## src/rtl/pgf_pkg.sv

```systemverilog
package pgf_pkg;

    localparam int ADDR_W   = 32;
    localparam int CPL_W    = 2;
    localparam int CODE_W   = 4;
    localparam int VEC_W    = 8;
    localparam logic [CPL_W-1:0] USER_CPL = 2'd3;
    localparam logic [VEC_W-1:0] PF_VECTOR = 8'h0E;

    // bit positions inside the error code (decoded by the fault handler)
    localparam int CODE_PROT_BIT  = 0;
    localparam int CODE_WRITE_BIT = 1;
    localparam int CODE_USER_BIT  = 2;

    typedef enum logic [1:0] {
        CAUSE_NONE   = 2'd0,
        CAUSE_ABSENT = 2'd1,
        CAUSE_RDONLY = 2'd2,
        CAUSE_PRIV   = 2'd3
    } pgf_cause_e;

    typedef struct packed {
        logic              write;
        logic [CPL_W-1:0]  cpl;
        logic              present;
        logic              writable;
        logic              user;
    } pgf_access_t;

    typedef struct packed {
        logic              fault;
        logic [CODE_W-1:0] code;
    } pgf_verdict_t;

    function automatic logic is_user_level(input logic [CPL_W-1:0] cpl);
        return cpl == USER_CPL;
    endfunction

    function automatic logic is_fault(input pgf_cause_e cause);
        return cause != CAUSE_NONE;
    endfunction

endpackage

```

## src/rtl/pgf_classify.sv

```systemverilog
module pgf_classify
    import pgf_pkg::*;
(
    input  pgf_access_t acc,
    output pgf_cause_e  cause
);

    logic user_lvl;

    assign user_lvl = is_user_level(acc.cpl);

    // presence is judged before any permission flag
    always_comb begin
        cause = CAUSE_NONE;
        if (!acc.present) begin
            cause = CAUSE_ABSENT;
        end else if (acc.write && !acc.writable) begin
            cause = CAUSE_RDONLY;
        end else if (user_lvl && !acc.user) begin
            cause = CAUSE_PRIV;
        end
    end

endmodule

```

## src/rtl/pgf_errcode.sv

```systemverilog
module pgf_errcode
    import pgf_pkg::*;
(
    input  pgf_access_t  acc,
    input  pgf_cause_e   cause,
    output pgf_verdict_t verdict
);

    always_comb begin
        verdict.fault                = is_fault(cause);
        verdict.code                 = '0;
        verdict.code[CODE_PROT_BIT]  = (cause == CAUSE_RDONLY) || (cause == CAUSE_PRIV);
        verdict.code[CODE_WRITE_BIT] = acc.write;
        verdict.code[CODE_USER_BIT]  = is_user_level(acc.cpl);
    end

endmodule

```

## src/rtl/pgf_capture.sv

```systemverilog
module pgf_capture
    import pgf_pkg::*;
(
    input  logic              clk,
    input  logic              rst,
    input  logic              valid,
    input  logic [ADDR_W-1:0] vaddr,
    input  pgf_verdict_t      verdict,
    output logic              pulse,
    output logic [CODE_W-1:0] code,
    output logic [ADDR_W-1:0] addr
);

    logic take;

    assign take = valid && verdict.fault;

    always_ff @(posedge clk) begin
        if (rst) begin
            pulse <= 1'b0;
            code  <= '0;
            addr  <= '0;
        end else begin
            pulse <= take;
            if (take) begin
                code <= verdict.code;
                addr <= vaddr;
            end
        end
    end

endmodule

```

## src/rtl/pgf_detector.sv

```systemverilog
module pgf_detector
    import pgf_pkg::*;
(
    input  logic              clk,
    input  logic              rst,
    input  logic              acc_valid,
    input  logic [31:0]       acc_vaddr,
    input  logic              acc_write,
    input  logic [1:0]        acc_cpl,
    input  logic              pg_present,
    input  logic              pg_writable,
    input  logic              pg_user,
    output logic              fault_pulse,
    output logic [7:0]        fault_vector,
    output logic [3:0]        fault_code,
    output logic [31:0]       fault_addr
);

    pgf_access_t  acc;
    pgf_cause_e   cause;
    pgf_verdict_t verdict;

    always_comb begin
        acc.write    = acc_write;
        acc.cpl      = acc_cpl;
        acc.present  = pg_present;
        acc.writable = pg_writable;
        acc.user     = pg_user;
    end

    pgf_classify u_classify (
        .acc   (acc),
        .cause (cause)
    );

    pgf_errcode u_errcode (
        .acc     (acc),
        .cause   (cause),
        .verdict (verdict)
    );

    pgf_capture u_capture (
        .clk     (clk),
        .rst     (rst),
        .valid   (acc_valid),
        .vaddr   (acc_vaddr),
        .verdict (verdict),
        .pulse   (fault_pulse),
        .code    (fault_code),
        .addr    (fault_addr)
    );

    assign fault_vector = fault_pulse ? PF_VECTOR : '0;

    AST_PULSE_NEEDS_VALID: assert property (@(posedge clk) disable iff (rst)
        fault_pulse |-> $past(acc_valid));
    AST_ABSENT_CAUSE: assert property (@(posedge clk) disable iff (rst)
        (fault_pulse && !$past(pg_present)) |-> !fault_code[0]);
    AST_WRITE_BIT: assert property (@(posedge clk) disable iff (rst)
        fault_pulse |-> (fault_code[1] == $past(acc_write)));
    AST_USER_BIT: assert property (@(posedge clk) disable iff (rst)
        fault_pulse |-> (fault_code[2] == ($past(acc_cpl) == 2'd3)));
    AST_RSVD_ZERO: assert property (@(posedge clk) disable iff (rst)
        fault_code[3] == 1'b0);
    AST_ADDR_CAPTURE: assert property (@(posedge clk) disable iff (rst)
        fault_pulse |-> (fault_addr == $past(acc_vaddr)));
    AST_ADDR_HOLD: assert property (@(posedge clk) disable iff (rst)
        !fault_pulse |-> ($stable(fault_addr) && $stable(fault_code)));
    AST_ABSENT_FAULTS: assert property (@(posedge clk) disable iff (rst)
        (acc_valid && !pg_present) |=> fault_pulse);
    AST_CLEAN_NO_FAULT: assert property (@(posedge clk) disable iff (rst)
        (acc_valid && pg_present && (!acc_write || pg_writable)
         && (acc_cpl != 2'd3 || pg_user)) |=> !fault_pulse);

endmodule

```

## config.mk

```make
export PLATFORM = sky130hd
export DESIGN_NAME = pgf_detector
export DESIGN_NICKNAME = d
export VERILOG_FILES = /design/src/rtl/pgf_pkg.sv /design/src/rtl/pgf_classify.sv /design/src/rtl/pgf_errcode.sv /design/src/rtl/pgf_capture.sv /design/src/rtl/pgf_detector.sv
export SDC_FILE = /design/constraint.sdc
export NUM_CORES = 1
export LEC_CHECK = 0
export CAP_MARGIN = 20
export CORE_ASPECT_RATIO = 1.75
export CORE_MARGIN = 3
export CORE_UTILIZATION = 45
export DETAILED_ROUTE_END_ITERATION = 10
export GPL_ROUTABILITY_DRIVEN = 0
export GPL_TIMING_DRIVEN = 0
export PLACE_DENSITY = 0.95
export SYNTH_ARGS = -nofsm -noshare
export SYNTH_HDL_FRONTEND = slang
export SYNTH_HIERARCHICAL = 1
export SYNTH_SLANG_ARGS = --single-unit
```

## constraint.sdc

```tcl
create_clock -name clk -period 3 [get_ports clk]
set_input_delay 0.45 -clock clk [delete_from_list [all_inputs] [get_ports clk]]
set_output_delay 0.45 -clock clk [all_outputs]
set_load 0.01 [all_outputs]
```

**After elaboration in Yosys (flattened, before gate mapping)**

Cells that the tools add are included.

- Flip-flop bits (word level): 36
- Bits in latches: 0
- Memory bits (writable): 0
- Bits in read-only memories: 0
- Output and inout port bits: 45
- Logic and storage cells: 17
- Memories: 0

- Add/sub/neg operators: 0
- Multipliers: 0
- Div/mod/pow operators: 0
- Order comparisons: 0
- Eq/ne operators: 3
- Shifts and indexed selects: 0
- Multiplexer cells: 4
- Bitwise operators: 0
- Reduce and logical (&&, ||, !) cells: 7

Operator list:

| cell | count |
|---|---|
| equality test 2 bit, second input constant | 3 |
| two-way mux 2 bit | 3 |
| two-way mux 4 bit | 1 |
| logical AND 1 bit | 3 |
| zero test 1 bit | 2 |
| nonzero test 2 bit | 1 |
| logical OR 1 bit | 1 |

**Depth between registers and ports, before layout**

- Depth in word-level cells: 7
- Depth in mapped cells: 7
- Gate-level depth less buffers: 5

**By module**

The synthesis kept the hierarchy.

By module, submodules not included:

| module | instances | cells an instance | area an instance (µm²) |
|---|---|---|---|
| pgf_capture | 1 | 167 | 1776.7 |
| pgf_detector | 1 | 9 | 63.8 |
| pgf_classify | 1 | 5 | 45.0 |
| pgf_errcode | 1 | 6 | 35.0 |

**Worst setup path after synthesis**

No wires, ideal clock.

- Kind: input to register
- Start: input acc_write
- End: register u_capture.addr[10]
- Library setup time: 0.066 ns
- Arrival time: 1.397 ns
- Required time: 2.934 ns
- Setup slack: 1.536 ns
- Stages on the path: 7
- Path through: nor2b_1 -> o21ai_1 -> or2_1 -> buf_4 -> buf_6 -> a21bo_1 -> a21oi_2

RTL lines:

| element | line | text |
|---|---|---|
| start, declared | pgf_detector.sv:8 | `input logic acc_write,` |
| end signal, assigned | pgf_capture.sv:27 | `addr <= vaddr;` |
| end, declared | pgf_capture.sv:11 | `output logic [ADDR_W-1:0] addr` |

==> qor.csv <==
metric,value,unit
R2R Path Start,u_capture/addr[27]$_SDFFE_PP0P_,
"Cell Area, Synth",1920,um2
Crit path required time,3.22,ns
hold wc startpoint,rst,
clk sinks,37,
total CTS buffers,5,
fin util,0.719,
Max Slew Vio Count,0,
R2R cell count,2,
Die Span X,55.4,um
drt first pass iters,5,
vias,1637,
Die Y,92.4,um
post-CTS setup buffers,0,
# fillers,330,
initial antenna violation count,0,
Max Fclk,548,MHz
gr ovfl total,0,
Skew-Pair Late Insertion Delay,0.28,ns
final worst slack,1.18,ns
All-Layer GR Usage,0.194,
first-pass GRT wire length,7960,um
Detailed Place HPWL,3560,um
Tmin final,1.82,ns
CTS tree,done,
H-Tree Depth,2,
Adder-Cell Fraction of Synth Area,0,
full die area,5120,um2
Synth Area in Simple Gates,0.121,
final wirelength,4760,um
critical path launch point type,input port,
Mapped Cells,187,
drt drc,0,
Worst EP arrival,2.05,ns
synth unique cells,22,
drt wl/cell,14.6,um
Hold Buf Count CTS,0,
Root Driver,clkbuf_8,
diodes inserted,0,
Initial DRC Count,28,
"Reg clk slew, reported paths",0.08,ns
HP Class,input port to flip-flop,
final setup violation count,0,
Compound-Gate Fraction of Synth Area,0.352,
Synth area leader,dfxtp_1,
ANT nets after route,0,
Area Overhead vs Synth,49.1,%
period utilization,0.608,
Buffers on Ports,78,
FP Rows,30,
crit end category,flip-flop,
PD cells,405,nW/um2
Avg Vias per Cell,5.04,
Synth Area in XOR/XNOR,0,
largest family of logic cells by synthesized area,compound AO/OA/AOI/OAI gates,
largest net degree at the start of global routing,13,
status,completed,
hold depth,2,
total power,1.16,mW
pre-CTS setup slack,0.896,ns
top post-synthesis cells by area,"dfxtp_1 39%, a21bo_1 17%, a21oi_2 15%",
mux contribution to synthesized area,0,
VDD IR max,0.000389,V
register area share after synthesis,0.386,
Initial Util,0.483,
RSZ-0062 raised after global routing,no,
combined area of the multi-input logic cells,932,um2
Ports,86,
Ys Warns,6,
Max Cap Viol,0,
post-layout net count,317,
Yosys reg bits,37,
Clock Path Buffers,2,
Crit Path Max Fanout,10,
area occupied by registers,741,um2
post-cts repair resize count,0,
worst reg2reg endpoint,u_capture/addr[27]$_SDFFE_PP0P_,
static leakage,1.08,nW
clock skew,0,ns
Final Hold Fails,0,
Setup TNS,0,ns
R2R Setup Slk,2.23,ns
Core ar.,3980,um2
kind of critical path,input port to flip-flop,
Yosys top cell area share,0.386,
"Avg Cell Area, Syn",10.3,um2
share of cells above drive strength 1,0.271,
Hold Path Sink,u_capture/addr[1]$_SDFFE_PP0P_,
vias in the first global route,1695,
## cell usage after synthesis (all sizes together)
cell type / instances
a21bo: 36
a21boi: 1
a21oi: 36
and2: 1
buf: 27
clkbuf: 4
conb: 2
dfxtp: 37
nand2: 1
nand2b: 1
nand3: 36
nand3b: 1
nor2: 1
nor2b: 1
o21ai: 1
or2: 1
## per-layer routing
| layer | vias up | wire length, um | GRT usage |
|---|---|---|---|
| li1 | 815 | - | - |
| met2 | 58 | 2580 | 0.352 |
| met3 | 9 | 247 | 0.0446 |
| met1 | 755 | 1820 | 0.208 |
| met4 | 0 | 112 | 0.0872 |
| met5 | - | 0 | 0 |
## where the power goes
part | total [mW] | switching (mW) | internal (mW) | leakage (nW)
Combinational | 0.288 | 0.121 | 0.168 | 0.735
Sequential | 0.532 | 0.0138 | 0.518 | 0.303
Clock | 0.340 | 0.179 | 0.160 | 0.0439
Total | 1.16 | 0.314 | 0.846 | 1.08
## stage by stage
| stage | hold slack [ns] | std cells | area (um2) |
|---|---|---|---|
| 6_report | 0.479 | 325 | 2860 |
| 5_1_grt | 0.502 | 325 | 2860 |
| 4_1_cts | 0.466 | 325 | 2860 |
| 3_5_place_dp | 0.567 | 317 | 2780 |
| 3_3_place_gp | 0.560 | 317 | 2780 |
| 2_1_floorplan | 0.597 | 191 | 1940 |
## cell families (layout without fill, tap and decap cells)
logic type	after synthesis	count (layout)
flops	37	37
simple gates	43	43
other cells	2	6
compound gates	74	74
buf+inv	31	117
## layout make-up
type / instances / share of cell area
multi-input combinational: 123 / 0.326
timing repair buffer: 78 / 0.273
sequential: 37 / 0.259
buffer: 31 / 0.0918
clock buffer: 5 / 0.0240
tap: 48 / 0.0210
clock inverter: 3 / 0.00612
## cell usage in the layout (no fill, tap or decap), drive strengths merged
| master | count |
|---|---|
| a21bo | 36 |
| a21boi | 1 |
| a21oi | 36 |
| and2 | 1 |
| buf | 27 |
| clkbuf | 9 |
| clkdlybuf4s50 | 78 |
| clkinv | 2 |
| clkinvlp | 1 |
| conb | 6 |
| dfxtp | 37 |
| nand2 | 1 |
| nand2b | 1 |
| nand3 | 36 |
| nand3b | 1 |
| nor2 | 1 |
| nor2b | 1 |
| o21ai | 1 |
| or2 | 1 |
## how the worst max path moves through the flow
| stage | from | end | slack (ns) | cells after the start |
|---|---|---|---|---|
| finish | acc_write | u_capture/addr[27]$_SDFFE_PP0P_ | 1.18 | 8 |
| detailed placement | acc_write | u_capture/addr[10]$_SDFFE_PP0P_ | 0.90 | 8 |
| global placement | acc_write | u_capture/addr[21]$_SDFFE_PP0P_ | 0.92 | 8 |
| global route | acc_cpl[1] | u_capture/addr[5]$_SDFFE_PP0P_ | 1.05 | 8 |
| floorplan | acc_write | u_capture/addr[10]$_SDFFE_PP0P_ | 1.54 | 7 |
| CTS | u_capture/pulse$_SDFF_PP0_ | fault_vector[3] | 1.19 | 2 |
## flip-flops by register name (all words and copies together) (netlist names)
register         count
u_capture/addr      32
u_capture/pulse      1
u_capture/code       4
## critical path, stage by stage
cell,delay [ns]
clkdlybuf4s50_1,0.50
nor2b_1,0.15
o21ai_1,0.07
or2_1,0.22
buf_4,0.18
buf_6,0.15
a21bo_1,0.18
a21oi_2,0.14
No activity file was read; power rests on OpenSTA's default activity.
